==> config.mk <==
export PLATFORM = sky130hd
export DESIGN_NAME = srch_accel
export DESIGN_NICKNAME = d
export VERILOG_FILES = /design/src/rtl/srch_pkg.sv /design/src/rtl/srch_bit_resolve.sv /design/src/rtl/srch_lane_sel.sv /design/src/rtl/srch_accel.sv
export SDC_FILE = /design/constraint.sdc
export NUM_CORES = 1
export LEC_CHECK = 0
export BUFFER_PORTS_ARGS = -buffer_cell sky130_fd_sc_hd__buf_2
export CAP_MARGIN = 20
export CORE_MARGIN = 3
export CORE_UTILIZATION = 50
export CTS_CLUSTER_SIZE = 28
export DETAILED_ROUTE_END_ITERATION = 12
export HOLD_SLACK_MARGIN = 0.15
export PLACE_DENSITY = 0.73
export SYNTH_ARGS = -nofsm -noshare
export SYNTH_HDL_FRONTEND = slang
export SYNTH_HIERARCHICAL = 1
export SYNTH_SLANG_ARGS = --single-unit
export TNS_END_PERCENT = 100
==> constraint.sdc <==
create_clock -name clk -period 4.3 [get_ports clk]
set_input_delay 0.215 -clock clk [delete_from_list [all_inputs] [get_ports clk]]
set_output_delay 0.215 -clock clk [all_outputs]
set_load 0.02 [all_outputs]
==> src/rtl/srch_pkg.sv <==
package srch_pkg;
    parameter int LANES = 4;
    localparam int BYTE_W = 2 * LANES;
    localparam int IDX_W = $clog2(LANES);

    typedef enum logic [1:0] {
        ST_IDLE = 2'd0,
        ST_RD1  = 2'd1,
        ST_RD2  = 2'd2,
        ST_WR   = 2'd3
    } st_e;

    typedef struct packed {
        st_e               st;
        logic [IDX_W-1:0]  idx;
        logic [LANES-1:0]  dec;
        logic [BYTE_W-1:0] acc;
        logic              rd1;
        logic              wbit;
        logic              err;
        logic              on;
        logic              en_q;
        logic [BYTE_W-1:0] rxd;
        logic              rxv;
        logic              rxf;
    } state_t;
endpackage

==> src/rtl/srch_bit_resolve.sv <==
module srch_bit_resolve (
    input  logic rd_first,
    input  logic rd_second,
    input  logic dec_bit,
    input  logic err_in,
    output logic wr_bit,
    output logic id_bit,
    output logic flag_bit,
    output logic err_hit
);
    always_comb begin
        wr_bit   = 1'b1;
        id_bit   = 1'b1;
        flag_bit = 1'b1;
        err_hit  = 1'b0;
        if (!err_in) begin
            unique case ({rd_first, rd_second})
                2'b01: begin wr_bit = 1'b0;    id_bit = 1'b0;    flag_bit = 1'b0; end
                2'b10: begin wr_bit = 1'b1;    id_bit = 1'b1;    flag_bit = 1'b0; end
                2'b00: begin wr_bit = dec_bit; id_bit = dec_bit; flag_bit = 1'b1; end
                default: err_hit = 1'b1;
            endcase
        end
    end
endmodule

==> src/rtl/srch_lane_sel.sv <==
module srch_lane_sel #(
    parameter int LANES = 4,
    parameter int IDX_W = 2,
    localparam int BYTE_W = 2 * LANES
) (
    input  logic [LANES-1:0]  dec_v,
    input  logic [IDX_W-1:0]  idx,
    input  logic [BYTE_W-1:0] acc_in,
    input  logic              id_bit,
    input  logic              flag_bit,
    output logic              dec_bit,
    output logic [BYTE_W-1:0] acc_out
);
    assign dec_bit = dec_v[idx];

    for (genvar g = 0; g < LANES; g++) begin : g_lane
        logic hit;
        assign hit            = (idx == IDX_W'(g));
        assign acc_out[2*g+1] = hit ? id_bit   : acc_in[2*g+1];
        assign acc_out[2*g]   = hit ? flag_bit : acc_in[2*g];
    end
endmodule

==> src/rtl/srch_accel.sv <==
module srch_accel
    import srch_pkg::*;
(
    input  logic              clk,
    input  logic              rst_n,
    input  logic              en_req,
    output logic              accel_on,
    input  logic [BYTE_W-1:0] tx_data,
    input  logic              tx_valid,
    output logic              tx_ready,
    output logic [BYTE_W-1:0] rx_data,
    output logic              rx_valid,
    output logic              rx_full,
    input  logic              rx_ack,
    output logic              slot_req,
    output logic              slot_wr,
    output logic              slot_wbit,
    input  logic              slot_done,
    input  logic              slot_rbit,
    output logic              err_flag
);
    state_t q, n;

    logic [LANES-1:0] dec_in;
    logic [LANES-1:0] even_in;
    logic             unused_even;

    for (genvar g = 0; g < LANES; g++) begin : g_split
        assign dec_in[g]  = tx_data[2*g+1];
        assign even_in[g] = tx_data[2*g];
    end
    assign unused_even = ^even_in;

    logic              cur_dec;
    logic [BYTE_W-1:0] acc_next;
    logic              res_wr, res_id, res_flag, res_err;

    srch_lane_sel #(.LANES(LANES), .IDX_W(IDX_W)) u_lane (
        .dec_v   (q.dec),
        .idx     (q.idx),
        .acc_in  (q.acc),
        .id_bit  (res_id),
        .flag_bit(res_flag),
        .dec_bit (cur_dec),
        .acc_out (acc_next)
    );

    srch_bit_resolve u_res (
        .rd_first (q.rd1),
        .rd_second(slot_rbit),
        .dec_bit  (cur_dec),
        .err_in   (q.err),
        .wr_bit   (res_wr),
        .id_bit   (res_id),
        .flag_bit (res_flag),
        .err_hit  (res_err)
    );

    always_comb begin
        n      = q;
        n.rxv  = 1'b0;
        n.en_q = en_req;
        if (rx_ack) n.rxf = 1'b0;

        if (!en_req) begin
            n.on  = 1'b0;
            n.st  = ST_IDLE;
            n.idx = '0;
            n.err = 1'b0;
            n.acc = '0;
        end else if (!q.on) begin
            if (!q.en_q && !q.rxf) n.on = 1'b1;
        end else begin
            unique case (q.st)
                ST_IDLE: if (tx_valid) begin
                    n.dec = dec_in;
                    n.idx = '0;
                    n.acc = '0;
                    n.st  = ST_RD1;
                end
                ST_RD1: if (slot_done) begin
                    n.rd1 = slot_rbit;
                    n.st  = ST_RD2;
                end
                ST_RD2: if (slot_done) begin
                    n.wbit = res_wr;
                    n.acc  = acc_next;
                    if (res_err) n.err = 1'b1;
                    n.st   = ST_WR;
                end
                ST_WR: if (slot_done) begin
                    if (q.idx == IDX_W'(LANES - 1)) begin
                        n.rxd = q.acc;
                        n.rxv = 1'b1;
                        n.rxf = 1'b1;
                        n.idx = '0;
                        n.st  = ST_IDLE;
                    end else begin
                        n.idx = q.idx + 1'b1;
                        n.st  = ST_RD1;
                    end
                end
                default: n.st = ST_IDLE;
            endcase
        end
    end

    always_ff @(posedge clk or negedge rst_n) begin
        if (!rst_n) q <= '0;
        else        q <= n;
    end

    assign accel_on  = q.on;
    assign tx_ready  = q.on && (q.st == ST_IDLE);
    assign slot_req  = (q.st != ST_IDLE);
    assign slot_wr   = (q.st == ST_WR);
    assign slot_wbit = q.wbit;
    assign rx_data   = q.rxd;
    assign rx_valid  = q.rxv;
    assign rx_full   = q.rxf;
    assign err_flag  = q.err;
endmodule

==> impl_metrics.tcl, run 1 <==
set metrics [dict create \
    status "finished clean" \
    syn_inst 159 \
    port_buffers 26 \
    synthArstFlopShare_pct 100 \
    reg2reg_depth 5 \
    dr.pass1.iters 5 \
    yosys.area_share.simple_pct 15.8 \
    clkPwrFrac_pct 37.7 \
    grt_max_degree 32 \
    power_frac_seq_pct 49.6 \
    finalClockSkew_ns 0.00973 \
    cts_setup_buffers 0 \
    synthTopCellsByArea "dfrtp_1, mux2_2, ha_1, a21boi_0, buf_4" \
    worstPathArrival_ns 2.19 \
    cts_sinks 31 \
    synth_top_family_by_area "multiplexers" \
    num_vias 1211 \
    hold_path_class "in2reg" \
    required_ns 4.52 \
    cp_max_fo 8 \
    gp_congestion 0.750 \
    clkTransAtPathRegs_ns 0.10 \
    start_util_pct 54.3 \
    fin_crit_ns 1.98 \
    dp_hpwl_um 2200 \
    rsz0062_at_grt "false" \
    slew_viol_final 0 \
    synth_area_leader_cell "dfrtp_1" \
    syn_to_final_growth_pct 13.8 \
    grt_pass1_wl_um 5470 \
    tightest_slew_ns 0.682 \
    grt_use_total_pct 17.2 \
    cts_max_path_buffers 2 \
    remaining_drc_errors 0 \
    comb_power_share_pct 12.7 \
    synth_warnings 6 \
    detailedPlace.worstSlack_ns 2.35 \
    numCtsBuffers 5 \
    reg2reg_to "q[18]$_DFFE_PN0P_" \
    drt-total-wl_um 3160 \
    cts-root-buf "clkbuf_4" \
    yosys.cell_types.count 36 \
    fin_nets 209 \
    h-tree-depth 2 \
    die-area_um2 4190 \
    regToRegSetupSlack_ns 2.32 \
    maxCapViolCount 0 \
    p_leak_nw 0.987 \
    viasPerCell 5.29 \
    setup_violations 0 \
    synth-xor-area-share_pct 0 \
    postSynthNetCount 184 \
    end_kind "register" \
    antenna_found_initial 0 \
    stdcell_count 229 \
    start_kind "register" \
    p_sw_share_pct 24.4 \
    netlist.area_leader.share_pct 44.9 \
    relSlewSlack_pct 54.6 \
    hold_viol_final 0 \
    ir_drop_uv 181 \
    reg2reg_from "q[27]$_DFFE_PN0P_" \
    place_area_um2 1810 \
    synth_fa_ha_area_share_pct 7.25 \
    fin_area_um2 1960 \
    grt_pass1_vias 1173 \
    crit_start "q[27]$_DFFE_PN0P_" \
    synthMuxAreaShare_pct 16.9 \
    p_sw_mw 0.155 \
    fmax_mhz 505 \
    drtIter0Drc 62 \
    synth_compound_area_share_pct 7.17 \
    place_inst 214 \
    yosysSeqAreaShare_pct 44.9 \
    synth_edf_count 0 \
    diodes 0 \
    drive_gt1_share_pct 31.9 \
    wire_per_inst_um 13.8 \
    ant_nets 0 \
    path_class "reg2reg" \
    yosys-top-cells-count "dfrtp_1, mux2_2, nand2_1, nand3_1, ha_1" \
    tritoncts "done" \
    syn_avg_cell_area_um2 10.9 \
    clock_latency_ns 0.34 \
    core_um2 3180 \
    fin_tns_setup_ns 0 \
    pin_count 31 \
    p_int_mw 0.481 \
    setup_slack_ns 2.32 \
    die_x_um 64.8 \
    grt.overflow.total 0 \
    synth_area_um2 1730 \
    synth_most_common_cell "dfrtp_1" \
    power_density_nw_per_um2 324 \
    ys.flop_type "dfrtp_1" \
    timing.critical_path.to "q[18]$_DFFE_PN0P_" \
    die_y_um 64.8 \
    synth-seq-cells 31 \
    row_count 20 \
    finalCritPeriodShare_pct 46.0 \
]
[power by group through the flow]
stage	clock (mW)	combinational, mW	sequential (mW)
final	0.240	0.0808	0.315
after global routing	0.263	0.0915	0.317
after global placement	0	0.0728	0.320
after detailed placement	0	0.0764	0.321
after CTS	0.247	0.0815	0.315
after floorplan	0	0.0561	0.318
[flip-flops by register name, indices dropped and copies added, names as in the netlist]
name       cells
q             18
rx_data        8
accel_on       1
err_flag       1
rx_full        1
rx_valid       1
slot_wbit      1
[critical path: stages, from the launching register on]
cell	delay [ns]
dfrtp_1	0.50
mux4_2	0.57
a211o_1	0.35
mux2_2	0.28
nand3_1	0.07
a21boi_0	0.09
[cells in the final DEF, fill, tap and decap left out, types with 4 or more instances in the layout]
master / instances
nand3_1: 12
nand2_1: 15
ha_1: 10
inv_1: 9
a21boi_0: 9
dfrtp_1: 31
dlygate4sd3_1: 7
clkbuf_4: 5
mux2_2: 22
nand2b_1: 5
nor2_1: 4
buf_2: 26
[stage by stage]
stage	util, %	power (mW)	hold WS [ns]
global placement	56.9	0.392	0.284
global route	61.8	0.671	0.159
finish	61.8	0.636	0.173
detailed placement	56.9	0.397	0.293
CTS	61.8	0.644	0.156
floorplan	-	0.374	-0.0806
[per-layer routing]
layer	vias to the layer above	GRT usage [%]	wire length, um	share of wire (%)
met5	-	0	0	0
met4	0	7.92	76	2.4
met3	8	4.68	166	5.3
met2	38	27.3	1500	48
met1	577	21.9	1410	45
li1	588	-	-	-
[timing repair]
item	in CTS	in global routing
endpoints found under the hold margin	37	0
gates resized for setup	0	0
hold buffers	7	0
[kinds of logic (layout without fill, tap and decap cells)]
kind of cell,after synthesis,after routing
multiplexers,25,25
buffers and inverters,24,50
adder cells (fa/ha/maj),10,10
AO/OA/AOI/OAI,17,17
flip-flops,31,31
AND/OR/NAND/NOR,52,52
[worst min path at each step]
stage,depth (start not counted),end,start,slack [ns]
CTS,1,q[10]$_DFF_PN0_,en_req,0.16
global route,1,q[10]$_DFF_PN0_,en_req,0.16
floorplan,0,accel_on$_DFF_PN0_,rst_n,-0.08
finish,1,q[10]$_DFF_PN0_,en_req,0.17
global placement,1,slot_wbit$_DFFE_PN0P_,rst_n,0.28
detailed placement,1,err_flag$_DFFE_PN0P_,rst_n,0.29
[area by class of cell]
cell class,instances,area (um^2)
fillers,278,1210
clock buffers,6,51.3
inverters,9,33.8
clock inverters,2,35.0
well taps,44,55.1
multi-input cells,104,813
flip-flops and latches,31,776
repair buffers,33,200
No activity file was read; power rests on OpenSTA's default activity.
==> inputs of run 2 (changes only) <==
- PLACE_DENSITY: 0.73 -> 0.76
- clock period: 4.3 -> 1.6 ns (I/O delays scaled with it)
==> impl_metrics.tcl, run 2 (synthesis results as in run 1) <==
set metrics [dict create \
    status "finished, violations left" \
    violations "negative setup slack" \
    place_area_um2 1910 \
    p_leak_nw 1.10 \
    start_kind "register" \
    fin_crit_ns 1.76 \
    fin_tns_setup_ns -0.605 \
    diodes 0 \
    stdcell_count 248 \
    tritoncts "done" \
    regArea_um2 777 \
    path_class "reg2reg" \
    relSlewSlack_pct 54.4 \
    syn_to_final_growth_pct 28.1 \
    dr.pass1.iters 6 \
    place_inst 226 \
    gp_congestion 0.836 \
    grt_pass1_wl_um 5950 \
    die_x_um 64.8 \
    fin_nets 229 \
    topRoutingLayerUsed "met4" \
    dp_hpwl_um 2320 \
    numCtsBuffers 5 \
    row_count 20 \
    drive_gt1_share_pct 46.6 \
    cp_max_fo 5 \
    wl_met3_um 172 \
    die_y_um 64.8 \
    required_ns 1.83 \
    setup_slack_ns -0.161 \
    h-tree-depth 2 \
    cts_max_path_buffers 2 \
    crit_path_top_delay_cell "mux4_2" \
    finalClockSkew_ns 0.00547 \
    fin_area_um2 2210 \
    hold_path_class "in2reg" \
    largest_register_ffs 18 \
    grt.overflow.total 0 \
    maxCapViolCount 0 \
    drtIter0Drc 43 \
    die-area_um2 4190 \
    max_stage_delay_ns 0.51 \
    final_common_cell "dfrtp_1" \
    hold_viol_final 0 \
    met1_length_um 1500 \
    drt-total-wl_um 3510 \
    remaining_drc_errors 0 \
    path_cells "mux4_2 -> a211o_4 -> mux2_4 -> nand3_4 -> a21boi_2" \
    power_frac_seq_pct 52.8 \
    wl_met2_um 1800 \
    worstPathArrival_ns 1.99 \
    comb_power_share_pct 18.0 \
    top_register "q" \
    wire_per_inst_um 14.2 \
    clkPwrFrac_pct 29.2 \
    num_vias 1302 \
    clkTransAtPathRegs_ns 0.10 \
    rsz0062_at_grt "true" \
    ir_drop_uv 539 \
    cts_sinks 31 \
    total_power_mw 1.60 \
    end_kind "register" \
    power_density_nw_per_um2 725 \
    port_buffers 26 \
    cp_top_family "multiplexers" \
    ant_nets 0 \
    clock_latency_ns 0.34 \
    grt_pass1_vias 1367 \
    p_sw_share_pct 26.5 \
    cts-root-buf "clkbuf_4" \
    setup_violations 5 \
    multi_input_area_um2 921 \
    fmax_mhz 568 \
    finalCritPeriodShare_pct 110 \
    grt_max_degree 32 \
    slew_viol_final 0 \
    viasPerCell 5.25 \
    core_um2 3180 \
    layout_common_cells "dfrtp_1, buf_2, mux2_2" \
    p_sw_mw 0.425 \
    pin_count 31 \
    p_int_mw 1.18 \
    path_buf_inv 0 \
    tightest_slew_ns 0.684 \
    grt_use_total_pct 18.6 \
    start_util_pct 54.3 \
    fillCellCount 232 \
    antenna_found_initial 0 \
]
run 2: through the flow:
step	worst slack [ns]	hold WS [ns]	util, %
after floorplan	-0.107	-0.216	-
after global placement	-0.0851	0.157	60.2
after detailed placement	-0.148	0.165	60.2
after CTS	-0.155	0.161	66.5
after global routing	-0.197	0.175	69.6
final	-0.161	0.154	69.6
run 2: worst paths after layout:
path	slack, ns	end	from	cells past startpoint
max in group asynchronous	0.82	q[27]$_DFFE_PN0P_	rst_n	2
max reg2reg	-0.16	q[18]$_DFFE_PN0P_	q[27]$_DFFE_PN0P_	5
min reg2reg	0.50	rx_full$_DFF_PN0_	rx_full$_DFF_PN0_	1
max	-0.16	q[18]$_DFFE_PN0P_	q[27]$_DFFE_PN0P_	5
min in group asynchronous	0.31	q[29]$_DFFE_PN0P_	rst_n	2
min	0.15	q[29]$_DFFE_PN0P_	tx_valid	3
run 2: worst min-delay path, stage by stage:
cell and delay [ns]:
buf_2 0.11, o2111ai_1 0.12, mux2i_1 0.14
run 2: power by group through the flow:
stage	Clock (mW)	Combinational [mW]	Sequential, mW
final	0.468	0.289	0.847
after global routing	0.520	0.319	0.851
after CTS	0.476	0.257	0.847
after detailed placement	0	0.227	0.863
after global placement	0	0.221	0.859
after floorplan	0	0.154	0.854
run 2: timing repair:
action	in CTS	in global routing
gates resized for setup	11	24
endpoints found under the hold margin	41	0
pin swaps	6	10
buffers inserted	3	3
setup endpoints to repair	14	20
gates cloned	0	0
hold buffers	9	0
run 2: metal layers:
layer | vias to the layer above | GRT usage [%]
li1 | 629 | -
met1 | 635 | 21.7
met2 | 32 | 31.7
met3 | 6 | 5.89
met4 | 0 | 7.39
met5 | - | 0
run 2: cell type report:
cell class / instances / area share (%)
multi-input cells: 104 / 41.6
well taps: 44 / 2.49
repair buffers: 53 / 16.7
inverters: 9 / 1.53
flip-flops and latches: 31 / 35.1
clock inverters: 1 / 0.226
clock buffers: 6 / 2.32
